**src/rtl/sertx_pkg.sv**
```systemverilog
// Shared types and frame-building helpers for the serial transmitter.
// Assumes at most an 8-bit character, one parity bit and two stop bits.
package sertx_pkg;

    localparam int MAX_DATA  = 8;
    localparam int FRAME_MAX = MAX_DATA + 4;           // start + parity + two stops
    localparam int LEFT_W    = $clog2(FRAME_MAX + 1);

    typedef struct packed {
        logic short_len;   // 7-bit character
        logic par_on;      // parity bit present
        logic par_odd;     // odd parity sense
        logic two_stop;    // two stop bits
    } txfmt_t;

    // Number of bit periods in a frame of the given format.
    function automatic logic [LEFT_W-1:0] frame_bits(input txfmt_t f);
        int n;
        n = 1 + (f.short_len ? MAX_DATA - 1 : MAX_DATA)
              + (f.par_on ? 1 : 0) + (f.two_stop ? 2 : 1);
        return LEFT_W'(n);
    endfunction

    // Line levels of a whole frame, bit 0 is sent first; unused top bits are mark.
    function automatic logic [FRAME_MAX-1:0] pack_frame(input logic [MAX_DATA-1:0] d,
                                                        input txfmt_t f);
        logic [FRAME_MAX-1:0] fr;
        logic par;
        int n;
        fr    = '1;
        fr[0] = 1'b0;
        par   = f.par_odd;
        n     = f.short_len ? MAX_DATA - 1 : MAX_DATA;
        for (int i = 0; i < MAX_DATA; i++) begin
            if (i < n) begin
                fr[i+1] = d[i];
                par     = par ^ d[i];
            end else if (i == n && f.par_on) begin
                fr[i+1] = par;
            end
        end
        if (f.par_on && n == MAX_DATA) fr[MAX_DATA+1] = par;
        return fr;
    endfunction

endpackage

```
**src/rtl/sertx_bit_pacer.sv**
```systemverilog
// Counts serial-clock enables inside one bit period and flags the last one.
// Assumes TICKS_PER_BIT >= 2; the count restarts whenever a frame is loaded.
module sertx_bit_pacer #(
    parameter int TICKS_PER_BIT = 16
) (
    input  logic clk,
    input  logic rst_n,
    input  logic tick,
    input  logic run,
    input  logic restart,
    output logic bit_end
);
    localparam int CNT_W = $clog2(TICKS_PER_BIT);
    localparam logic [CNT_W-1:0] LAST = CNT_W'(TICKS_PER_BIT - 1);

    logic [CNT_W-1:0] cnt;

    assign bit_end = run && tick && (cnt == LAST);

    // Advance the in-bit tick count while a frame is running.
    always_ff @(posedge clk) begin
        if (!rst_n) begin
            cnt <= '0;
        end else if (restart) begin
            cnt <= '0;
        end else if (run && tick) begin
            cnt <= bit_end ? '0 : cnt + 1'b1;
        end
    end
endmodule

```
**src/rtl/sertx_hold_reg.sv**
```systemverilog
// Holding stage: keeps one character until the shifter takes it.
// A write wins over a take in the same cycle; a write when full overwrites.
module sertx_hold_reg #(
    parameter int DATA_W = 8
) (
    input  logic              clk,
    input  logic              rst_n,
    input  logic              wr_en,
    input  logic [DATA_W-1:0] wr_data,
    input  logic              take,
    output logic [DATA_W-1:0] hold_data,
    output logic              hold_empty
);
    // Capture writes and mark the stage empty after a hand-over.
    always_ff @(posedge clk) begin
        if (!rst_n) begin
            hold_data  <= '0;
            hold_empty <= 1'b1;
        end else if (wr_en) begin
            hold_data  <= wr_data;
            hold_empty <= 1'b0;
        end else if (take) begin
            hold_empty <= 1'b1;
        end
    end
endmodule

```
**src/rtl/sertx_frame_shifter.sv**
```systemverilog
// Builds a complete frame at load time and shifts it out LSB first.
// Assumes bit_end pulses once per bit period while busy; the line is mark when idle.
module sertx_frame_shifter
    import sertx_pkg::*;
(
    input  logic                clk,
    input  logic                rst_n,
    input  logic                load,
    input  logic [MAX_DATA-1:0] load_data,
    input  txfmt_t              load_fmt,
    input  logic                bit_end,
    output logic                txd,
    output logic                busy,
    output logic                frame_end
);
    logic [FRAME_MAX-1:0] sr;
    logic [LEFT_W-1:0]    left;

    assign busy      = (left != '0);
    assign frame_end = bit_end && (left == LEFT_W'(1));
    assign txd       = busy ? sr[0] : 1'b1;

    // Load a fresh frame or move to the next bit at each bit boundary.
    always_ff @(posedge clk) begin
        if (!rst_n) begin
            sr   <= '1;
            left <= '0;
        end else if (load) begin
            sr   <= pack_frame(load_data, load_fmt);
            left <= frame_bits(load_fmt);
        end else if (bit_end) begin
            sr   <= {1'b1, sr[FRAME_MAX-1:1]};
            left <= left - 1'b1;
        end
    end
endmodule

```
**src/rtl/sertx_top.sv**
```systemverilog
// Double-buffered asynchronous serial transmitter with run-time frame format.
// Assumes tick is a one-cycle enable at sixteen times the bit rate.
module sertx_top
    import sertx_pkg::*;
#(
    parameter int TICKS_PER_BIT = 16
) (
    input  logic                clk,
    input  logic                rst_n,
    input  logic                tick,
    input  logic                wr_en,
    input  logic [MAX_DATA-1:0] wr_data,
    input  logic                mode_seven,
    input  logic                mode_parity,
    input  logic                mode_odd,
    input  logic                mode_two_stop,
    output logic                txd,
    output logic                hold_empty,
    output logic                tx_done
);
    txfmt_t              fmt;
    logic [MAX_DATA-1:0] hold_data;
    logic                shift_busy;
    logic                frame_end;
    logic                bit_end;
    logic                load;

    assign fmt  = '{short_len: mode_seven, par_on: mode_parity,
                    par_odd: mode_odd, two_stop: mode_two_stop};
    assign load = !hold_empty && (!shift_busy || frame_end);

    sertx_hold_reg #(.DATA_W(MAX_DATA)) u_hold (
        .clk        (clk),
        .rst_n      (rst_n),
        .wr_en      (wr_en),
        .wr_data    (wr_data),
        .take       (load),
        .hold_data  (hold_data),
        .hold_empty (hold_empty)
    );

    sertx_bit_pacer #(.TICKS_PER_BIT(TICKS_PER_BIT)) u_pace (
        .clk     (clk),
        .rst_n   (rst_n),
        .tick    (tick),
        .run     (shift_busy),
        .restart (load),
        .bit_end (bit_end)
    );

    sertx_frame_shifter u_shift (
        .clk       (clk),
        .rst_n     (rst_n),
        .load      (load),
        .load_data (hold_data),
        .load_fmt  (fmt),
        .bit_end   (bit_end),
        .txd       (txd),
        .busy      (shift_busy),
        .frame_end (frame_end)
    );

    // Raise completion when the line drains with nothing pending; a write clears it.
    always_ff @(posedge clk) begin
        if (!rst_n) begin
            tx_done <= 1'b1;
        end else if (wr_en) begin
            tx_done <= 1'b0;
        end else if (frame_end && hold_empty) begin
            tx_done <= 1'b1;
        end
    end
endmodule

```
**config.mk**
```make
export PLATFORM = sky130hd
export DESIGN_NAME = sertx_top
export DESIGN_NICKNAME = d
export VERILOG_FILES = /design/src/rtl/sertx_pkg.sv /design/src/rtl/sertx_bit_pacer.sv /design/src/rtl/sertx_hold_reg.sv /design/src/rtl/sertx_frame_shifter.sv /design/src/rtl/sertx_top.sv
export SDC_FILE = /design/constraint.sdc
export NUM_CORES = 1
export LEC_CHECK = 0
export CAP_MARGIN = 10
export CORE_AREA = 2 2 59 61
export DETAILED_ROUTE_END_ITERATION = 10
export DIE_AREA = 0 0 61 63
export DONT_BUFFER_PORTS = 1
export SLEW_MARGIN = 0
export SYNTH_ARGS = -nofsm -noshare
export SYNTH_HDL_FRONTEND = slang
export SYNTH_HIERARCHICAL = 1
export SYNTH_SLANG_ARGS = --single-unit
```
**constraint.sdc**
```tcl
create_clock -name clk -period 3.4 [get_ports clk]
set_clock_uncertainty 0.05 [all_clocks]
set_input_delay 0.34 -clock clk [delete_from_list [all_inputs] [get_ports clk]]
set_output_delay 0.34 -clock clk [all_outputs]
set_load 0.01 [all_outputs]
```
==> summary.md, run 1 <==
| Metric | Value |
|---|---|
| CP arrival | `2.66 ns` |
| Num CTS Buffers | `3` |
| Vias | `1018` |
| Die ar. | `3840 um^2` |
| Routed WL | `2550 um` |
| Overflow after GRT | `0` |
| Row cnt | `21` |
| Final GP Congestion | `0.825` |
| R2R depth | `13` |
| Number of diodes | `0` |
| Worst setup EP type | `flop` |
| Max-cap violations | `0` |
| CTS tree | `built` |
| RSZ-0062 raised after global routing | `false` |
| Largest net degree at the start of global routing | `22` |
| Leakage power | `0.618 nW` |
| HPWL after detailed placement | `1810 um` |
| Initial antenna violation count | `0` |
| Layout Nets | `183` |
| Synthesized area | `1470 um^2` |
| Detailed Route Iter0 Violations | `37` |
| Worst Path Class, Setup | `reg2reg` |
| Fillers | `325` |
| Pwr Total | `0.705 mW` |
| Final period utilization | `72.8%` |
| Post-synthesis net count | `180` |
| Commonest non-fill, non-tap cell in the layout | `dfxtp_1` |
| Startpoint types | `flop` |
| Die Ht | `63 um` |
| First-pass GRT wire length | `4280 um` |
| # DRC | `0` |
| Hold Path Class | `in2reg` |
| Bufs on Longest Clock Path | `2` |
| Vias in the first global route | `1030` |
| Root buf cell | `clkbuf_4` |
| Vias per cell | `5.01` |
| Depth of the CTS H-tree | `1` |
| Synth-to-Final Area Change | `6.45%` |
| Max Clk Rate | `0.404 GHz` |
| I/O pin total | `19` |
| Die X | `61 um` |
| Initial core utilization | `45.6%` |
| CORE AREA | `3230 um^2` |
| Worst hold path depth | `1` |
| Synth Area per Inst | `9.51 um^2` |
| Worst IR Drop VDD | `0.214 mV` |
| Critical path peak fanout | `21` |
| Avg WL per Cell | `12.6 um` |
| Hold Fails Final Rpt | `0` |
| Synth Register Bits | `28` |
| Worst Tran Pin Value | `0.310 ns` |
| Clock-pin slew on the worst setup and hold paths | `0.15 ns` |
| Worst Path Required | `3.59 ns` |
| Commonest non-fill, non-tap cells in the layout | `dfxtp_1 (28), mux2i_1 (18), nand2_1 (17)` |
| Final setup vio count | `0` |
| Status | `finished, final reports clean` |
| Post-CTS Setup Inserts | `0` |
| Global Route Usage Sum | `14.7%` |
| Ys Warns | `6` |
| Worst skew pair latency | `0.33 ns` |
| Final setup TNS | `0 ns` |
| Synthesized instance count | `155` |
| Final Slew Violations | `0` |
| Distinct cells, synth | `30` |
| Max_slew headroom | `79.1%` |
| Port Buffers | `0` |
| Sequential area share after synthesis | `38.0%` |
| Pwr dens | `450 nW/um^2` |
| Tmin final | `2.48 ns` |
| PostCTS Resize Cnt | `0` |
| First-pass detailed-route iteration total | `4` |
| Remaining antenna violation count | `0` |
| Fraction of final layout cells sized beyond drive strength 1 | `9.55%` |
| CTS Sinks | `28` |
## final timing paths
kind                                                   start  slack (ns)                    endpoint
worst min-delay path                                   rst_n        0.02  u_shift/sr[0]$_SDFFE_PN1P_
worst min register to register    u_pace/cnt[3]$_SDFFE_PP0P_        0.45  u_pace/cnt[3]$_SDFFE_PP0P_
worst max register to register  u_shift/left[0]$_SDFFE_PN0P_        0.92  u_shift/sr[9]$_SDFFE_PN1P_
worst max-delay path            u_shift/left[0]$_SDFFE_PN0P_        0.92  u_shift/sr[9]$_SDFFE_PN1P_
## cell type report
class / count / area [um^2] / area share [%]
clock buffers: 4 / 36.3 / 2.31
inverters: 9 / 33.8 / 2.15
multi-input cells: 112 / 846 / 53.9
flip-flops and latches: 28 / 561 / 35.7
well taps: 46 / 57.6 / 3.67
repair buffers: 4 / 35.0 / 2.23
## metrics by stage
stage	instance area, um^2	setup slack [ns]	hold WS, ns	cells	utilization, %
final	1570	0.925	0.0218	203	48.5
after global routing	1570	0.659	0.000597	203	48.5
after CTS	1560	0.939	0.00754	202	48.2
after detailed placement	1510	0.965	0.357	197	46.8
after global placement	1510	1.10	0.355	197	46.8
after floorplan	1470	0.859	0.366	155	-
## Yosys cell counts
cell type / n / area share (%)
dfxtp_1: 28 / 38
mux2i_1: 18 / 12
nand2_1: 17 / 4.3
xnor2_1: 10 / 5.9
inv_1: 9 / 2.3
a21oi_1: 8 / 2.7
ha_1: 8 / 6.8
nor2b_1: 8 / 3.4
mux2_2: 7 / 5.3
o21ai_0: 7 / 2.4
nand3_1: 4 / 1.4
nor2_1: 4 / 1.0
xor2_1: 4 / 2.4
buf_2: 3 / 1.0
and2_1: 2 / 0.85
and3_1: 2 / 0.85
nand2b_1: 2 / 0.85
nor3_1: 2 / 0.68
a21o_1: 1 / 0.51
a22oi_1: 1 / 0.51
buf_4: 1 / 0.51
buf_6: 1 / 0.76
clkbuf_1: 1 / 0.25
fa_1: 1 / 1.4
nor4b_1: 1 / 0.59
o211a_1: 1 / 0.68
o21ai_1: 1 / 0.34
o221ai_2: 1 / 1.0
or3_1: 1 / 0.42
or3b_1: 1 / 0.59
## flip-flops by register name (all words and copies together), names as in the netlist
register	cells
u_hold/hold_data	8
u_hold/hold_empty	1
u_shift/sr	10
u_pace/cnt	4
tx_done	1
u_shift/left	4
## what timing repair did
item | in CTS | in global routing
endpoints found under the hold margin | 7 | 1
setup endpoints to repair | 0 | 0
hold buffers | 1 | 1
## where the power goes
part | leakage, nW | internal [mW] | switching, mW
clock | 0.0210 | 0.0657 | 0.0991
sequential | 0.231 | 0.360 | 0.0230
combinational | 0.367 | 0.0794 | 0.0778
## per-layer routing
metal / global-route usage (%) / vias to the layer above / routed length [um] / share of wire (%)
met5: 0 / - / 0 / 0
met4: 7.07 / 0 / 66 / 2.6
met3: 4.35 / 8 / 118 / 4.6
met2: 23.9 / 21 / 1240 / 49
met1: 17.1 / 459 / 1120 / 44
li1: - / 530 / - / -
## kinds of logic (layout without fill, tap and decap cells)
group / after synthesis / after routing / synth area share [%]
buffers and inverters: 15 / 17 / 4.84
flip-flops: 28 / 28 / 38.0
AND/OR/NAND/NOR: 44 / 44 / 14.9
multiplexers: 25 / 25 / 17.6
XOR/XNOR: 14 / 14 / 8.32
adder cells (fa/ha/maj): 9 / 9 / 8.15
AO/OA/AOI/OAI: 20 / 20 / 8.15
## critical path: stages (launching register included)
cell	delay (ns)
dfxtp_1	0.42
inv_1	0.06
ha_1	0.21
nand2_1	0.17
nand2_1	0.13
nor2_1	0.10
buf_4	0.22
and3_1	0.21
inv_1	0.05
a21oi_2	0.10
buf_4	0.27
nand2_1	0.08
nor3_1	0.19
a22oi_1	0.10
Power figures use the tool's default switching activity.
==> inputs of run 2 (changes only) <==
- ABC_AREA: unset -> 1
- CORE_AREA: 2 2 59 61 -> 2 2 64 66
- DIE_AREA: 0 0 61 63 -> 0 0 66 68
- clock period: 3.4 -> 2.4 ns (I/O delays scaled with it)
==> run 2 against run 1 <==
Against the previous run: worst hold slack lost 0.0088 ns; flip-flop and latch count stayed put; combinational power grew 120%; total power grew 82%; global-route usage grew 1.0 points; first-iteration DRC count grew 68%; non-clock buffer count increased by 8; setup slack lost 0.78 ns; synthesized cell count is 65% higher; critical path depth rose by 2; die area grew 17%; register-to-register slack got worse by 0.78 ns; critical path type unchanged; largest power group unchanged.
==> summary.md, run 2 <==
| Metric | Value |
|---|---|
| Final GP Congestion | `0.776 (-5.9%)` |
| Pwr Total | `1.29 mW (+82%)` |
| Vias per cell | `4.63 (-7.6%)` |
| Fillers | `407 (+25%)` |
| Switching pwr | `0.388 mW (+94%)` |
| RSZ-0062 raised after global routing | `true` |
| Top cell type's share of synthesized area | `33.0% (-5.0 points)` |
| Final Slew Violations | `0 (unchanged)` |
| Fraction of final layout cells sized beyond drive strength 1 | `13.4% (+3.8 points)` |
| Max-cap violations | `0 (unchanged)` |
| Pwr dens | `678 nW/um^2 (+51%)` |
| Vias | `1446 (+42%)` |
| EDFF count, synth | `0 (unchanged)` |
| HPWL after detailed placement | `2380 um (+32%)` |
| Multi-input gate area | `930 um^2 (+9.9%)` |
| # DRC | `0 (unchanged)` |
| Cell Int Power | `0.898 mW (+78%)` |
| Leakage power | `0.949 nW (+54%)` |
| Synthesized area | `1700 um^2 (+15%)` |
| Combinational Power Share | `27.3% (+5.0 points)` |
| Ys Warns | `6 (unchanged)` |
| Max_slew headroom | `79.3% (+0.23 points)` |
| Worst skew pair latency | `0.28 ns (-0.05 ns)` |
| Sequential share of power | `43.5% (-11 points)` |
| Top cells by area, synth | `dfxtp_1 (33%), nand2_1 (14%), inv_1 (8.8%)` |
| Synth Register Bits | `28 (unchanged)` |
| Commonest non-fill, non-tap cells in the layout | `nand2_1 (63), inv_1 (40), nor2_1 (36)` |
| Post-synthesis net count | `280 (+56%)` |
| Most used DFF post-synth | `dfxtp_1` |
| Remaining antenna violation count | `0 (unchanged)` |
| Sequential area share after synthesis | `33.0% (-5.0 points)` |
| Number of diodes | `0 (unchanged)` |
| Critical path peak fanout | `6 (-71%)` |
| Switching part of the total | `30.2% (+1.8 points)` |
| CTS tree | `built` |
| Die X | `66 um (+8.2%)` |
| Initial core utilization | `44.0% (-1.6 points)` |
| CP arrival | `2.39 ns (-0.27 ns)` |
| Final setup vio count | `0 (unchanged)` |
| Worst Path Required | `2.54 ns (-1.05 ns)` |
| Row cnt | `23 (+9.5%)` |
| Overflow after GRT | `0 (unchanged)` |
| Synth top cells by count | `nand2_1 (63), inv_1 (40), nor2_1 (37), dfxtp_1 (28), o21ai_1 (9)` |
| Worst Path Class, Setup | `reg2reg` |
| Vias in the first global route | `1308 (+27%)` |
| Most common cell in the netlist | `nand2_1` |
| Startpoint types | `flop` |
| Commonest non-fill, non-tap cell in the layout | `nand2_1` |
| Async set-reset flop share out of synthesis | `0% (unchanged)` |
| Distinct cells, synth | `33 (+10%)` |
| First-pass detailed-route iteration total | `4 (unchanged)` |
| Synth Area per Inst | `6.65 um^2 (-30%)` |
| Final period utilization | `93.8% (+21 points)` |
| FF/Latch Area | `561 um^2 (unchanged)` |
| Avg WL per Cell | `10.8 um (-14%)` |
| Synth-to-Final Area Change | `11.9%` |
| Status | `finished, final reports clean` |
| Worst IR Drop VDD | `0.476 mV (+120%)` |
| I/O pin total | `19 (unchanged)` |
| Root buf cell | `clkbuf_8` |
| Routed WL | `3360 um (+32%)` |
| Depth of the CTS H-tree | `1 (unchanged)` |
| CTS Sinks | `28 (unchanged)` |
| Largest net degree at the start of global routing | `19 (-14%)` |
| Bufs on Longest Clock Path | `2 (unchanged)` |
| Worst Tran Pin Value | `0.310 ns (+0.000544 ns)` |
| Die Ht | `68 um (+7.9%)` |
| Initial antenna violation count | `0 (unchanged)` |
| Biggest regs | `u_shift/sr: 10 flops, u_hold/hold_data: 8 flops` |
| Port Buffers | `0 (unchanged)` |
| Top cell type by total area after synthesis | `dfxtp_1` |
| Max reg flops | `10 (unchanged)` |
| Biggest register | `u_shift/sr` |
| Hold_ws | `0.0130 ns (-0.00880 ns)` |
| Hold Fails Final Rpt | `0 (unchanged)` |
| Detailed Route Iter0 Violations | `62 (+68%)` |
| Global Route Usage Sum | `15.7% (+1.0 points)` |
| Hold Path Class | `in2reg` |
| Clock-pin slew on the worst setup and hold paths | `0.10 ns (-0.05 ns)` |
| Worst setup EP type | `flop` |
| CORE AREA | `3860 um^2 (+19%)` |
| Num CTS Buffers | `3 (unchanged)` |
| First-pass GRT wire length | `5510 um (+29%)` |
| Layout Nets | `288 (+57%)` |
| Clock network power share | `29.1% (+5.7 points)` |
| Synthesized instance count | `255 (+65%)` |
| Die ar. | `4490 um^2 (+17%)` |
| Tmin final | `2.25 ns (-0.223 ns)` |
| Max Clk Rate | `0.444 GHz (+9.9%)` |
==> run 2: cell count changes after synthesis, moves of 4 or more <==
cell,change
nand2_1,+46
nor2_1,+33
inv_1,+31
mux2i_1,-18
nor2b_1,-8
o21ai_1,+8
mux2_2,-7
inv_2,+6
nand2_2,+6
xnor2_1,-6
a21oi_1,-4
nor2_2,+4
o211ai_1,+4
==> run 2: cell families after synthesis <==
group / count (synthesis) / synth area share, %
simple gates: 123 / 30.3
compound gates: 32 / 11.5
buf+inv: 55 / 13.9
fa+ha+maj: 9 / 7.08
flops: 28 / 33.0
xor+xnor: 8 / 4.13
==> run 2: area by class of cell <==
class | count | area share [%]
timing repair buffer | 12 | 5.34
clock buffer | 3 | 2.18
multi-input combinational | 172 | 49.0
tap | 50 | 3.30
sequential | 28 | 29.5
inverter | 46 | 9.10
clock inverter | 1 | 1.58
==> run 2: through the flow <==
stage | TNS, ns | instance area [um^2] | utilization (%) | cells | setup slack [ns]
final | 0 | 1900 | 49.2 | 312 | 0.148
after global routing | -0.239 | 1900 | 49.2 | 312 | -0.0545
after CTS | 0 | 1820 | 47.2 | 306 | 0.0645
after detailed placement | 0 | 1730 | 44.8 | 300 | 0.0867
after global placement | 0 | 1730 | 44.8 | 300 | 0.197
after floorplan | 0 | 1700 | - | 255 | 0.0769
==> run 2: worst paths after layout <==
path | start | end | slack (ns) | cells after the start
max | u_shift/left[1]$_SDFFE_PN0P_ | u_shift/left[1]$_SDFFE_PN0P_ | 0.15 | 15
min | rst_n | u_shift/sr[0]$_SDFFE_PN1P_ | 0.01 | 1
max reg2reg | u_shift/left[1]$_SDFFE_PN0P_ | u_shift/left[1]$_SDFFE_PN0P_ | 0.15 | 15
min reg2reg | u_shift/sr[6]$_SDFFE_PN1P_ | u_shift/sr[6]$_SDFFE_PN1P_ | 0.44 | 2
==> run 2: worst max-delay path, cell delays in order, from the launching register on <==
cell     delay (ns)
dfxtp_1        0.33
inv_1          0.08
ha_1           0.22
nand2_1        0.11
nand2_2        0.12
nor2_4         0.13
inv_2          0.06
nor2_1         0.16
inv_1          0.10
a21oi_4        0.25
buf_6          0.15
nor2_2         0.06
inv_2          0.10
o22ai_1        0.08
o21ai_1        0.12
inv_1          0.05
==> run 2: routing by layer <==
layer / vias to the layer above / global-route usage [%] / part of all wire, %
met5: - / 0 / 0
met4: 0 / 1.53 / 0.39
met3: 2 / 3.95 / 2.6
met2: 15 / 28.7 / 48
met1: 632 / 19.5 / 49
li1: 797 / - / -
==> run 2: repair_timing <==
action,CTS,global route
hold buffers,2,1
hold endpoints to repair,6,3
endpoints found under the setup margin,0,14
buffers inserted,0,5
gates resized for setup,0,6
==> run 2: power by group through the flow <==
| stage | clock [mW] | combinational (mW) | sequential (mW) |
|---|---|---|---|
| after global routing | 0.409 | 0.399 | 0.567 |
| after floorplan | 0 | 0.270 | 0.556 |
| after global placement | 0 | 0.314 | 0.570 |
| after CTS | 0.388 | 0.319 | 0.559 |
| after detailed placement | 0 | 0.313 | 0.570 |
| final | 0.375 | 0.352 | 0.560 |
==> inputs of run 3 (changes only) <==
- CORE_AREA: 2 2 64 66 -> 2 2 62 64
- DIE_AREA: 0 0 66 68 -> 0 0 64 66
==> run 3 against run 2 <==
Against the previous run: design area fell by 4.5%; clock power fell by 38%; wire length fell by 2.6%.
==> summary.md, run 3 (synthesized netlist as in run 2, its figures left out) <==
| Metric | Value |
|---|---|
| Cell-by-cell trace of the critical path | `inv_1, ha_1, nand2_1, nand2_2, nor2_2, inv_2, nor2_1, inv_1, a21oi_4, inv_2, nor3_1, nand3_1, nand2_1, nand2_1` |
| RSZ-0062 raised after global routing | `false` |
| Avg WL per Cell | `10.7 um (-0.71%)` |
| Hold Path Class | `in2reg` |
| HPWL after detailed placement | `2360 um (-1.0%)` |
| Startpoint types | `flop` |
| CP peak stage delay | `0.37 ns (+0.04 ns)` |
| Commonest non-fill, non-tap cells in the layout | `nand2_1 (63), inv_1 (40), nor2_1 (36)` |
| Biggest regs | `u_shift/sr: 10 flops, u_hold/hold_data: 8 flops` |
| Busiest grt layer | `met2` |
| Final setup vio count | `0 (unchanged)` |
| Status | `finished, final reports clean` |
| Final GP Congestion | `0.780 (+0.45%)` |
| Hold Fails Final Rpt | `0 (unchanged)` |
| Max-cap violations | `0 (unchanged)` |
| Remaining antenna violation count | `0 (unchanged)` |
| Vias | `1424 (-1.5%)` |
| Global Route Usage Sum | `16.6% (+0.90 points)` |
| Fraction of final layout cells sized beyond drive strength 1 | `11.6% (-1.7 points)` |
| I/O pin total | `19 (unchanged)` |
| # DRC | `0 (unchanged)` |
| Initial core utilization | `47.8% (+3.8 points)` |
| Vias per cell | `4.65 (+0.41%)` |
| Clock-pin slew on the worst setup and hold paths | `0.16 ns (+0.06 ns)` |
| Worst Path Required | `2.57 ns (+0.03 ns)` |
| Depth of the CTS H-tree | `1 (unchanged)` |
| Final Cell Area | `1810 um^2 (-4.5%)` |
| Critical path peak fanout | `11 (+5)` |
| First-pass GRT wire length | `5520 um (+0.13%)` |
| Synth-to-Final Area Change | `6.86%` |
| First-pass detailed-route iteration total | `4 (unchanged)` |
| Initial antenna violation count | `0 (unchanged)` |
| CTS Sinks | `28 (unchanged)` |
| Port Buffers | `0 (unchanged)` |
| Bufs on Longest Clock Path | `2 (unchanged)` |
| Inst Count DP | `299 (-0.33%)` |
| Worst setup EP type | `flop` |
| Biggest register | `u_shift/sr` |
| Cell mode on critical path | `nand2_1` |
| Layout Nets | `284 (-1.4%)` |
| Detailed Route Iter0 Violations | `81 (+31%)` |
| Commonest non-fill, non-tap cell in the layout | `nand2_1` |
| Max reg flops | `10 (unchanged)` |
| Die Ht | `66 um (-2.9%)` |
| Routed WL | `3270 um (-2.6%)` |
| Met3 GRT Util | `4.26% (+0.31 points)` |
| Largest net degree at the start of global routing | `21 (+2)` |
| Worst skew pair latency | `0.33 ns (+0.05 ns)` |
| Final Slew Violations | `0 (unchanged)` |
| Root buf cell | `clkbuf_4` |
| Worst Path Class, Setup | `reg2reg` |
| Non-Filler Instances | `306 (-1.9%)` |
| Die ar. | `4220 um^2 (-5.9%)` |
| CTS tree | `built` |
| Leakage power | `0.910 nW (-4.1%)` |
| Met1 Use GR | `20.5% (+1.1 points)` |
| Utilization after layout | `51.1% (+1.8 points)` |
| Pwr dens | `621 nW/um^2 (-8.3%)` |
| Number of diodes | `0 (unchanged)` |
| Max Clk Rate | `0.449 GHz (+1.1%)` |
| Worst IR Drop VDD | `0.367 mV (-23%)` |
| Overflow after GRT | `0 (unchanged)` |
| Row cnt | `22 (-4.3%)` |
| Met2 Usage GRT | `29.2% (+0.51 points)` |
| CORE AREA | `3550 um^2 (-7.9%)` |
| Die X | `64 um (-3.0%)` |
| Worst Tran Pin Value | `0.735 ns (+0.425 ns)` |
| Final period utilization | `92.8% (-1.0 points)` |
| Max_slew headroom | `50.8% (-28 points)` |
| Num CTS Buffers | `3 (unchanged)` |
| Vias in the first global route | `1268 (-3.1%)` |
| Tmin final | `2.23 ns (-0.0245 ns)` |
| Slowest cell on the critical path | `dfxtp_1` |
| Hold_ws | `0.0204 ns (+0.00740 ns)` |
| Final setup TNS | `0 ns (unchanged)` |
| Placed inst area | `1730 um^2 (+0.29%)` |
| CP arrival | `2.40 ns (about the same)` |
-- run 3: cell types whose count changed in the layout (fill, tap and decap cells not counted) --
cell,before,now
nor2_4,2,0
bufinv_16,1,0
nor2_2,3,5
inv_2,6,5
clkbuf_8,3,1
buf_4,8,5
inv_4,0,1
a221oi_1,0,1
a221oi_2,1,0
buf_6,1,0
clkbuf_4,0,3
-- run 3: power breakdown --
group	switching [mW]	internal (mW)
combinational	0.194	0.140
sequential	0.0416	0.518
clock	0.140	0.0929
-- run 3: worst max-delay path: cells and delay by family, from the launching register on --
kind                     cells  cell delay, ns
AO/OA/AOI/OAI                1            0.20
adder cells (fa/ha/maj)      1            0.23
buffers and inverters        4            0.35
flip-flops                   1            0.37
AND/OR/NAND/NOR              8            0.91
-- run 3: area by class of cell --
cell class	count	area (um^2)
tap	48	60.1
fill	370	1740
timing repair buffer	8	67.6
clock buffer	4	36.3
multi-input combinational	172	913
inverter	46	175
sequential	28	561
-- run 3: what timing repair did --
| item | 4_1_cts | 5_1_grt |
|---|---|---|
| endpoints found under the hold margin | 20 | 0 |
| resized for setup | 0 | 3 |
| hold buffers | 3 | 0 |
| buffers inserted | 0 | 0 |
| setup endpoints to repair | 0 | 10 |
-- run 3: stage by stage --
| step | power, mW | setup slack [ns] |
|---|---|---|
| CTS | 1.14 | 0.0681 |
| global route | 1.22 | 0.0166 |
| floorplan | 0.826 | 0.0769 |
| detailed placement | 0.886 | 0.118 |
| finish | 1.13 | 0.172 |
| global placement | 0.886 | 0.220 |
-- run 3: final timing paths --
check                                             startpoint                      endpoint  slack [ns]  cells after the start
worst max-delay path            u_shift/left[0]$_SDFFE_PN0P_    u_shift/sr[9]$_SDFFE_PN1P_        0.17                     14
worst min register to register    u_shift/sr[3]$_SDFFE_PN1P_    u_shift/sr[2]$_SDFFE_PN1P_        0.44                      2
worst min-delay path                                   rst_n  u_shift/left[2]$_SDFFE_PN0P_        0.02                      2
worst max register to register  u_shift/left[0]$_SDFFE_PN0P_    u_shift/sr[9]$_SDFFE_PN1P_        0.17                     14
-- run 3: metal layers --
layer  up-vias  routed length, um
met3         2                 88
met1       610               1620
li1        793                  -
met2        19               1550
met4         0                 19
met5         -                  0
